**src/rtl/intr_pkg.sv**
```systemverilog
package intr_pkg;

  typedef enum logic [2:0] {
    ADDR_STATE    = 3'd0,
    ADDR_ENABLE   = 3'd1,
    ADDR_TEST     = 3'd2,
    ADDR_ERR_EN   = 3'd3,
    ADDR_ERR_STAT = 3'd4
  } regAddrE;

  // Per-cycle write strobes from control to datapath
  typedef struct packed {
    logic stateClr;
    logic enableWr;
    logic testSet;
    logic errEnWr;
    logic errClr;
  } regStrobeS;

endpackage

```
**src/rtl/intr_ctrl.sv**
```systemverilog
module intr_ctrl
  import intr_pkg::*;
#(
  parameter int NUM_IRQ = 4,
  parameter int NUM_ERR = 4,
  parameter int REG_W   = 4
) (
  input  logic               wrEn,
  input  logic [2:0]         wrAddr,
  input  logic [2:0]         rdAddr,
  input  logic [NUM_IRQ-1:0] stateQ,
  input  logic [NUM_IRQ-1:0] enQ,
  input  logic [NUM_ERR-1:0] errEnQ,
  input  logic [NUM_ERR-1:0] errStatusQ,
  output regStrobeS          strobe,
  output logic [REG_W-1:0]   rdData
);

  always_comb begin
    strobe          = '0;
    strobe.stateClr = wrEn && (wrAddr == ADDR_STATE);
    strobe.enableWr = wrEn && (wrAddr == ADDR_ENABLE);
    strobe.testSet  = wrEn && (wrAddr == ADDR_TEST);
    strobe.errEnWr  = wrEn && (wrAddr == ADDR_ERR_EN);
    strobe.errClr   = wrEn && (wrAddr == ADDR_ERR_STAT);
  end

  // Test register and unmapped addresses read as zero
  always_comb begin
    rdData = '0;
    case (rdAddr)
      ADDR_STATE:    rdData[NUM_IRQ-1:0] = stateQ;
      ADDR_ENABLE:   rdData[NUM_IRQ-1:0] = enQ;
      ADDR_ERR_EN:   rdData[NUM_ERR-1:0] = errEnQ;
      ADDR_ERR_STAT: rdData[NUM_ERR-1:0] = errStatusQ;
      default:       rdData = '0;
    endcase
  end

endmodule

```
**src/rtl/intr_regs.sv**
```systemverilog
module intr_regs
  import intr_pkg::*;
#(
  parameter int NUM_IRQ = 4,
  parameter int NUM_ERR = 4
) (
  input  logic               clk,
  input  logic               rstN,
  input  regStrobeS          strobe,
  input  logic [NUM_IRQ-1:0] irqData,
  input  logic [NUM_ERR-1:0] errData,
  input  logic [NUM_IRQ-1:0] hwEvent,
  input  logic [NUM_ERR-1:0] errEvent,
  input  logic               txPush,
  input  logic               txFull,
  output logic               txAccept,
  output logic [NUM_IRQ-1:0] stateQ,
  output logic [NUM_IRQ-1:0] enQ,
  output logic [NUM_ERR-1:0] errEnQ,
  output logic [NUM_ERR-1:0] errStatusQ,
  output logic [NUM_IRQ-1:0] intrOut,
  output logic               intrError
);

  logic               overflow;
  logic [NUM_IRQ-1:0] stateSet;
  logic [NUM_IRQ-1:0] stateClrMask;
  logic [NUM_ERR-1:0] errSet;
  logic [NUM_ERR-1:0] errClrMask;

  assign overflow = txPush && txFull;
  assign txAccept = txPush && !txFull;

  assign stateSet     = hwEvent | (strobe.testSet ? irqData : '0);
  assign stateClrMask = strobe.stateClr ? irqData : '0;

  // Overflow is error condition 0
  always_comb begin
    errSet    = errEvent;
    errSet[0] = errEvent[0] | overflow;
  end
  assign errClrMask = strobe.errClr ? errData : '0;

  // Set applied after clear so a coincident event is never lost
  always_ff @(posedge clk or negedge rstN) begin
    if (!rstN) begin
      stateQ     <= '0;
      enQ        <= '0;
      errEnQ     <= '0;
      errStatusQ <= '0;
    end else begin
      stateQ     <= (stateQ & ~stateClrMask) | stateSet;
      errStatusQ <= (errStatusQ & ~errClrMask) | errSet;
      if (strobe.enableWr) enQ    <= irqData;
      if (strobe.errEnWr)  errEnQ <= errData;
    end
  end

  for (genvar i = 0; i < NUM_IRQ; i++) begin : g_pin
    assign intrOut[i] = stateQ[i] & enQ[i];
  end

  assign intrError = |(errStatusQ & errEnQ);

endmodule

```
**src/rtl/intr_hub.sv**
```systemverilog
module intr_hub
  import intr_pkg::*;
#(
  parameter int NUM_IRQ = 4,
  parameter int NUM_ERR = 4,
  parameter int REG_W   = 4
) (
  input  logic               clk,
  input  logic               rstN,
  input  logic               wrEn,
  input  logic [2:0]         wrAddr,
  input  logic [REG_W-1:0]   wrData,
  input  logic [2:0]         rdAddr,
  output logic [REG_W-1:0]   rdData,
  input  logic [NUM_IRQ-1:0] hwEvent,
  input  logic [NUM_ERR-1:0] errEvent,
  input  logic               txPush,
  input  logic               txFull,
  output logic               txAccept,
  output logic [NUM_IRQ-1:0] intrOut,
  output logic               intrError
);

  regStrobeS          strobe;
  logic [NUM_IRQ-1:0] stateQ;
  logic [NUM_IRQ-1:0] enQ;
  logic [NUM_ERR-1:0] errEnQ;
  logic [NUM_ERR-1:0] errStatusQ;

  intr_ctrl #(.NUM_IRQ(NUM_IRQ), .NUM_ERR(NUM_ERR), .REG_W(REG_W)) u_ctrl (
    .wrEn       (wrEn),
    .wrAddr     (wrAddr),
    .rdAddr     (rdAddr),
    .stateQ     (stateQ),
    .enQ        (enQ),
    .errEnQ     (errEnQ),
    .errStatusQ (errStatusQ),
    .strobe     (strobe),
    .rdData     (rdData)
  );

  intr_regs #(.NUM_IRQ(NUM_IRQ), .NUM_ERR(NUM_ERR)) u_regs (
    .clk        (clk),
    .rstN       (rstN),
    .strobe     (strobe),
    .irqData    (wrData[NUM_IRQ-1:0]),
    .errData    (wrData[NUM_ERR-1:0]),
    .hwEvent    (hwEvent),
    .errEvent   (errEvent),
    .txPush     (txPush),
    .txFull     (txFull),
    .txAccept   (txAccept),
    .stateQ     (stateQ),
    .enQ        (enQ),
    .errEnQ     (errEnQ),
    .errStatusQ (errStatusQ),
    .intrOut    (intrOut),
    .intrError  (intrError)
  );

endmodule

```
**config.mk**
```make
export PLATFORM = sky130hd
export DESIGN_NAME = intr_hub
export DESIGN_NICKNAME = d
export VERILOG_FILES = /design/src/rtl/intr_pkg.sv /design/src/rtl/intr_ctrl.sv /design/src/rtl/intr_regs.sv /design/src/rtl/intr_hub.sv
export SDC_FILE = /design/constraint.sdc
export NUM_CORES = 1
export LEC_CHECK = 0
export ABC_AREA = 0
export CAP_MARGIN = 0
export CORE_ASPECT_RATIO = 1.4
export CORE_MARGIN = 10
export CORE_UTILIZATION = 35
export CTS_CLUSTER_DIAMETER = 150
export CTS_CLUSTER_SIZE = 28
export DETAILED_ROUTE_END_ITERATION = 6
export SYNTH_ARGS = -nofsm -noshare
export SYNTH_HDL_FRONTEND = slang
export SYNTH_SLANG_ARGS = --single-unit
```
**constraint.sdc**
```tcl
create_clock -name clk -period 2.3 [get_ports clk]
set_input_delay 0.46 -clock clk [delete_from_list [all_inputs] [get_ports clk]]
set_output_delay 0.46 -clock clk [all_outputs]
set_load 0.005 [all_outputs]
```
== After elaboration in Yosys (flattened, before gate mapping) ==
Cells that the tools add are included.
Cells by class
  add/sub/neg operators: 0
  $mul: 0
  divide/modulo/power cells: 0
  magnitude comparators: 0
  eq/ne operators: 7
  shift-type cells: 0
  mux-type cells: 4
  bitwise logic cells: 13
  reduce and logical (&&, ||, !) cells: 11
Operator list (number)
  case mux 4 bit (4 select lines): 1
  bitwise AND 4 bit: 3
  two-way mux 4 bit: 3
  bitwise OR 4 bit: 3
  == test 3 x 2 -> 1 bit (second input constant): 3
  inverter 4 bit: 2
  logical AND 1 bit: 7
  == test 3 x 1 -> 1 bit (second input constant): 2
  == test 3 bit (second input constant): 2
  logical NOT 3 bit: 2
  bitwise AND 1 bit: 4
  OR reduction 4 bit: 1
  logical NOT 1 bit: 1
  bitwise OR 1 bit: 1
Word-level totals
  bits in registers: 16
  latch bits: 0
  memory bits (writable): 0
  memory bits (read-only): 0
  output and inout port bits: 10
  word-level logic and storage cells: 39
  memories: 0

== Longest topological paths before layout ==
Gate-level depths: netlist of the first run.
  depth after elaboration: 6
  gate-level depth with buffers: 3

== Modules after synthesis ==
A second synthesis of the first run with hierarchy kept.
Unflattened totals
  cells, all modules: 72
  area total of the unflattened synthesis: 857.1 µm²
Modules (own cells, without submodules)
  intr_regs: times used 1, cells each 48, area each 643.1 µm², seq. area each 400.4 µm²
  intr_ctrl: times used 1, cells each 24, area each 214.0 µm², seq. area each 0.0 µm²

== Least setup slack after synthesis of the first run ==
OpenSTA, ideal clock, no wires.
  kind: input port to output port
  start point: input port rdAddr[2]
  end point: output port rdData[0]
  arrival: 0.969 ns
  required time: 1.840 ns
  slack: 0.871 ns
  cell stages on the path: 2
  buffers on the path: 0
  cells stage by stage: or2_2 -> o211ai_1
On the way
  longest elaborated chain between the ends: 2
  elaborated cells between the ends (all ways): 5
RTL lines
  from (decl): line intr_hub.sv:13  | input logic [2:0] rdAddr,
  == test 3 bit, or another cell as far along: line intr_ctrl.sv:31  | case (rdAddr)
  case mux 4 bit (4 select lines) *: line intr_ctrl.sv:31
  to (decl): line intr_hub.sv:14  | output logic [REG_W-1:0] rdData,
Mark *: on every way between the ends. The rest lies on a longest branch, timed or not.

== Final worst setup path of the first run ==
  start point: input port rdAddr[0]
  end point: output port rdData[3]
Same word-level chain as after synthesis.

==> flow_summary_export.csv, run 1 <==
group,metric,value,unit
global_routing,top_usage_layer,"met2",
floorplanning,core_area,0.00262,mm^2
floorplanning,pin_count,33,
synthesis,synthCells,83,
global_routing,grt_pass1_wl,3850,um
routing,wl,2330,um
cts,htree_levels,1,
cells_and_area,nets,145,
global_routing,met2_usage,15.4,%
power,power_density,515,mW/mm^2
cells_and_area,area_growth,42.6,%
power,finalPower,0.000697,W
worst_setup_path,end_kind,"output pin",
placement,dpl.hpwl,1940,um
cells_and_area,stdcell_count,156,
timing,max_freq,0.465,GHz
floorplanning,initial_utilization,36.3,%
power,ir_worst_vdd,0.324,mV
worst_setup_path,ff2ff_path_depth,1,
cts,cts_root_buf,"clkbuf_4",
placement,gp_congestion,0.726,
placement,dp_cells,153,
routing,drc_errors,0,
cells_and_area,drive_gt1_share,18.3,%
routing,via_per_inst,5.01,
job,drv_cap,0,
global_routing,grt_max_degree,17,
timing,period_minus_slack,2.15,ns
power,p_leak,0.540,nW
cells_and_area,antenna_cells,0,
timing,whs,0.543,ns
synthesis,synthDistinctLibCells,21,
global_routing,grt_overflow_total,0,
min_path,worstHoldPathType,"flop to flop",
timing,finalCritPeriodShare,93.6,%
synthesis,avgSynthCellArea,11.4,um^2
worst_setup_path,rrSetupSlack,1.52,ns
floorplanning,die_y,81.6,um
timing,rsz0062_at_grt,"false",
global_routing,grt_use_met3,2.32,%
synthesis,syn_area,948,um^2
synthesis,synth_warnings,0,
cts,hold_buffers,0,
worst_setup_path,cp_max_fo,12,
floorplanning,rows,22,
min_path,min_to,"u_regs.enQ[3]",
outcome,outcome,"complete, no violations",
routing,vias,781,
global_routing,antenna_found_initial,0,
cts,cts_setup_buffers,0,
routing,antenna_left,0,
floorplanning,die_x,64.0,um
routing,dr.first_iter.drc_count,6,
worst_setup_path,start_kind,"input pin",
min_path,whs_path_depth,1,
worst_setup_path,path_class,"input pin to output pin",
worst_setup_path,slowest_delay,0.47,ns
worst_setup_path,r2r-end,"u_regs.errEnQ[2]",
timing,maxSlewViolCount,0,
min_path,min_from,"u_regs.enQ[3]",
worst_setup_path,required,1.84,ns
worst_setup_path,rr_startpoint,"u_regs.errEnQ[2]",
timing,slew_headroom,52.2,%
timing,max_slew.worst_pin.slew,0.715,ns
placement,dpl_cell_area,0.00133,mm^2
global_routing,grt_usage,9.13,%
placement,port_buffers,32,
timing,hold_viol,0,
routing,post_drt_wl_per_cell,14.9,um
cts,cts_tree,"done",
floorplanning,die_area,0.00522,mm^2
cts,cts-buffers-inserted,3,
synthesis,synth_fp_nets,106,
timing,clock_skew,0,ns
cts,clock_latency,0.27,ns
routing,dr.pass1.iters,4,
global_routing,grtUsageMet1,11.0,%
worst_setup_path,cp.arrival,1.69,ns
cells_and_area,fin_area,0.00135,mm^2
cts,cts_buffer_depth,2,
synthesis,ys_ff_latch,16,
synthesis,ys_seq_area_share,42.2,%
cts,clock-sinks,16,
worst_setup_path,worstPathCellList,"clkdlybuf4s50_1 -> buf_6 -> mux2i_1 -> o211ai_1 -> dlygate4sd2_1",
timing,setup_viol,0,
global_routing,grt_pass1_vias,772,
cts,cts.clk_slew.worst_paths,0.09,ns
worst_setup_path,cpMaxStageDelayCell,"clkdlybuf4s50_1",
repair_timing:
| action | CTS | global route |
|---|---|---|
| endpoints found under the hold margin | 0 | 0 |
| setup endpoints to repair | 4 | 0 |
| resized for setup | 5 | 0 |
metal layers:
metal	vias up	routed length, um	share of wire (%)
met1	367	1020	44
met2	19	1170	50
met4	0	15	0.64
li1	393	-	-
met3	2	122	5.2
met5	-	0	0
power by group:
| part | internal (W) | switching [W] | total [W] | leakage [nW] |
|---|---|---|---|---|
| Combinational | 0.000146 | 0.0000716 | 0.000217 | 0.359 |
| Clock | 0.0000605 | 0.0000791 | 0.000140 | 0.0138 |
| Sequential | 0.000315 | 0.0000249 | 0.000340 | 0.167 |
cells in the final DEF (no fill, tap or decap):
master,netlist,final
nand4b_2,1,1
mux2i_1,8,8
nor2_1,11,11
o2111ai_1,1,1
o211ai_1,4,4
a22oi_1,2,2
nor2b_1,1,1
buf_6,0,1
and4bb_2,5,5
or2_2,1,1
nand2_1,2,2
and2_1,4,4
dfrtp_1,16,16
clkdlybuf4s50_1,0,28
clkbuf_4,0,3
nand4bb_1,4,4
dlygate4sd2_1,0,4
nand4b_1,4,4
mux2_2,4,4
a31oi_1,3,3
nand2b_1,1,1
buf_4,0,2
mux2_4,4,4
and4bb_4,1,1
inv_1,5,5
sequential cells by signal (all words and copies together), names as in the netlist:
signal             flops
u_regs.enQ             4
u_regs.stateQ          4
u_regs.errEnQ          4
u_regs.errStatusQ      4
cell type report:
type | count | area [um^2]
Inverter | 5 | 18.8
Multi-Input combinational cell | 61 | 524
Tap cell | 36 | 45.0
Clock buffer | 3 | 22.5
Sequential cell | 16 | 400
Timing Repair Buffer | 35 | 342
Fill cell | 246 | 1260
worst max-delay path: cells and delay by family:
kind / cells / cell delay, ns
AOI/OAI and AO/OA: 1 / 0.09
buffers and inverters: 3 / 0.89
muxes: 1 / 0.24
cell families after synthesis:
group           count (synthesis)  share of synthesized area (%)
compound gates                 10                           7.65
buf+inv                         6                           2.51
flops                          16                           42.2
mux                            16                           19.5
simple gates                   35                           28.1
cells in the mapped netlist:
| master | count | area share, % |
|---|---|---|
| nand2b_1 | 1 | 0.66 |
| nand4b_1 | 4 | 3.7 |
| o2111ai_1 | 1 | 0.92 |
| nand2_1 | 2 | 0.79 |
| nor2b_1 | 1 | 0.66 |
| dfrtp_1 | 16 | 42 |
| nand4bb_1 | 4 | 4.7 |
| or2_2 | 1 | 0.66 |
| nand4b_2 | 1 | 1.6 |
| o211ai_1 | 4 | 3.2 |
| buf_2 | 1 | 0.53 |
| and4bb_2 | 5 | 6.6 |
| a22oi_1 | 2 | 1.6 |
| mux2_4 | 4 | 6.3 |
| and4bb_4 | 1 | 1.7 |
| inv_1 | 5 | 2.0 |
| mux2_2 | 4 | 4.7 |
| a31oi_1 | 3 | 2.0 |
| nor2_1 | 11 | 4.4 |
| and2_1 | 4 | 2.6 |
| mux2i_1 | 8 | 8.4 |
worst max-delay path by stage:
stage / startpoint / end / slack (ns)
4_1_cts: rdAddr[0] / rdData[2] / 0.13
5_1_grt: rdAddr[0] / rdData[0] / 0.08
2_1_floorplan: rdAddr[2] / rdData[0] / 0.87
3_5_place_dp: rdAddr[2] / rdData[0] / -0.11
6_report: rdAddr[0] / rdData[3] / 0.15
3_3_place_gp: rdAddr[0] / rdData[2] / -0.09
stage by stage:
step	worst slack [ns]	utilization [%]	setup TNS, ns
after floorplan	0.871	-	0
after global placement	-0.0935	50.9	-0.311
after detailed placement	-0.108	50.9	-0.340
after CTS	0.133	51.7	0
after global routing	0.0791	51.7	0
final	0.147	51.7	0
Power figures use the tool's default switching activity.
==> run 2: changes to the inputs <==
SLEW_MARGIN = 20   (was unset)
==> results of run 2 <==
The final DEF is identical to that of run 1; final timing and power are the same.
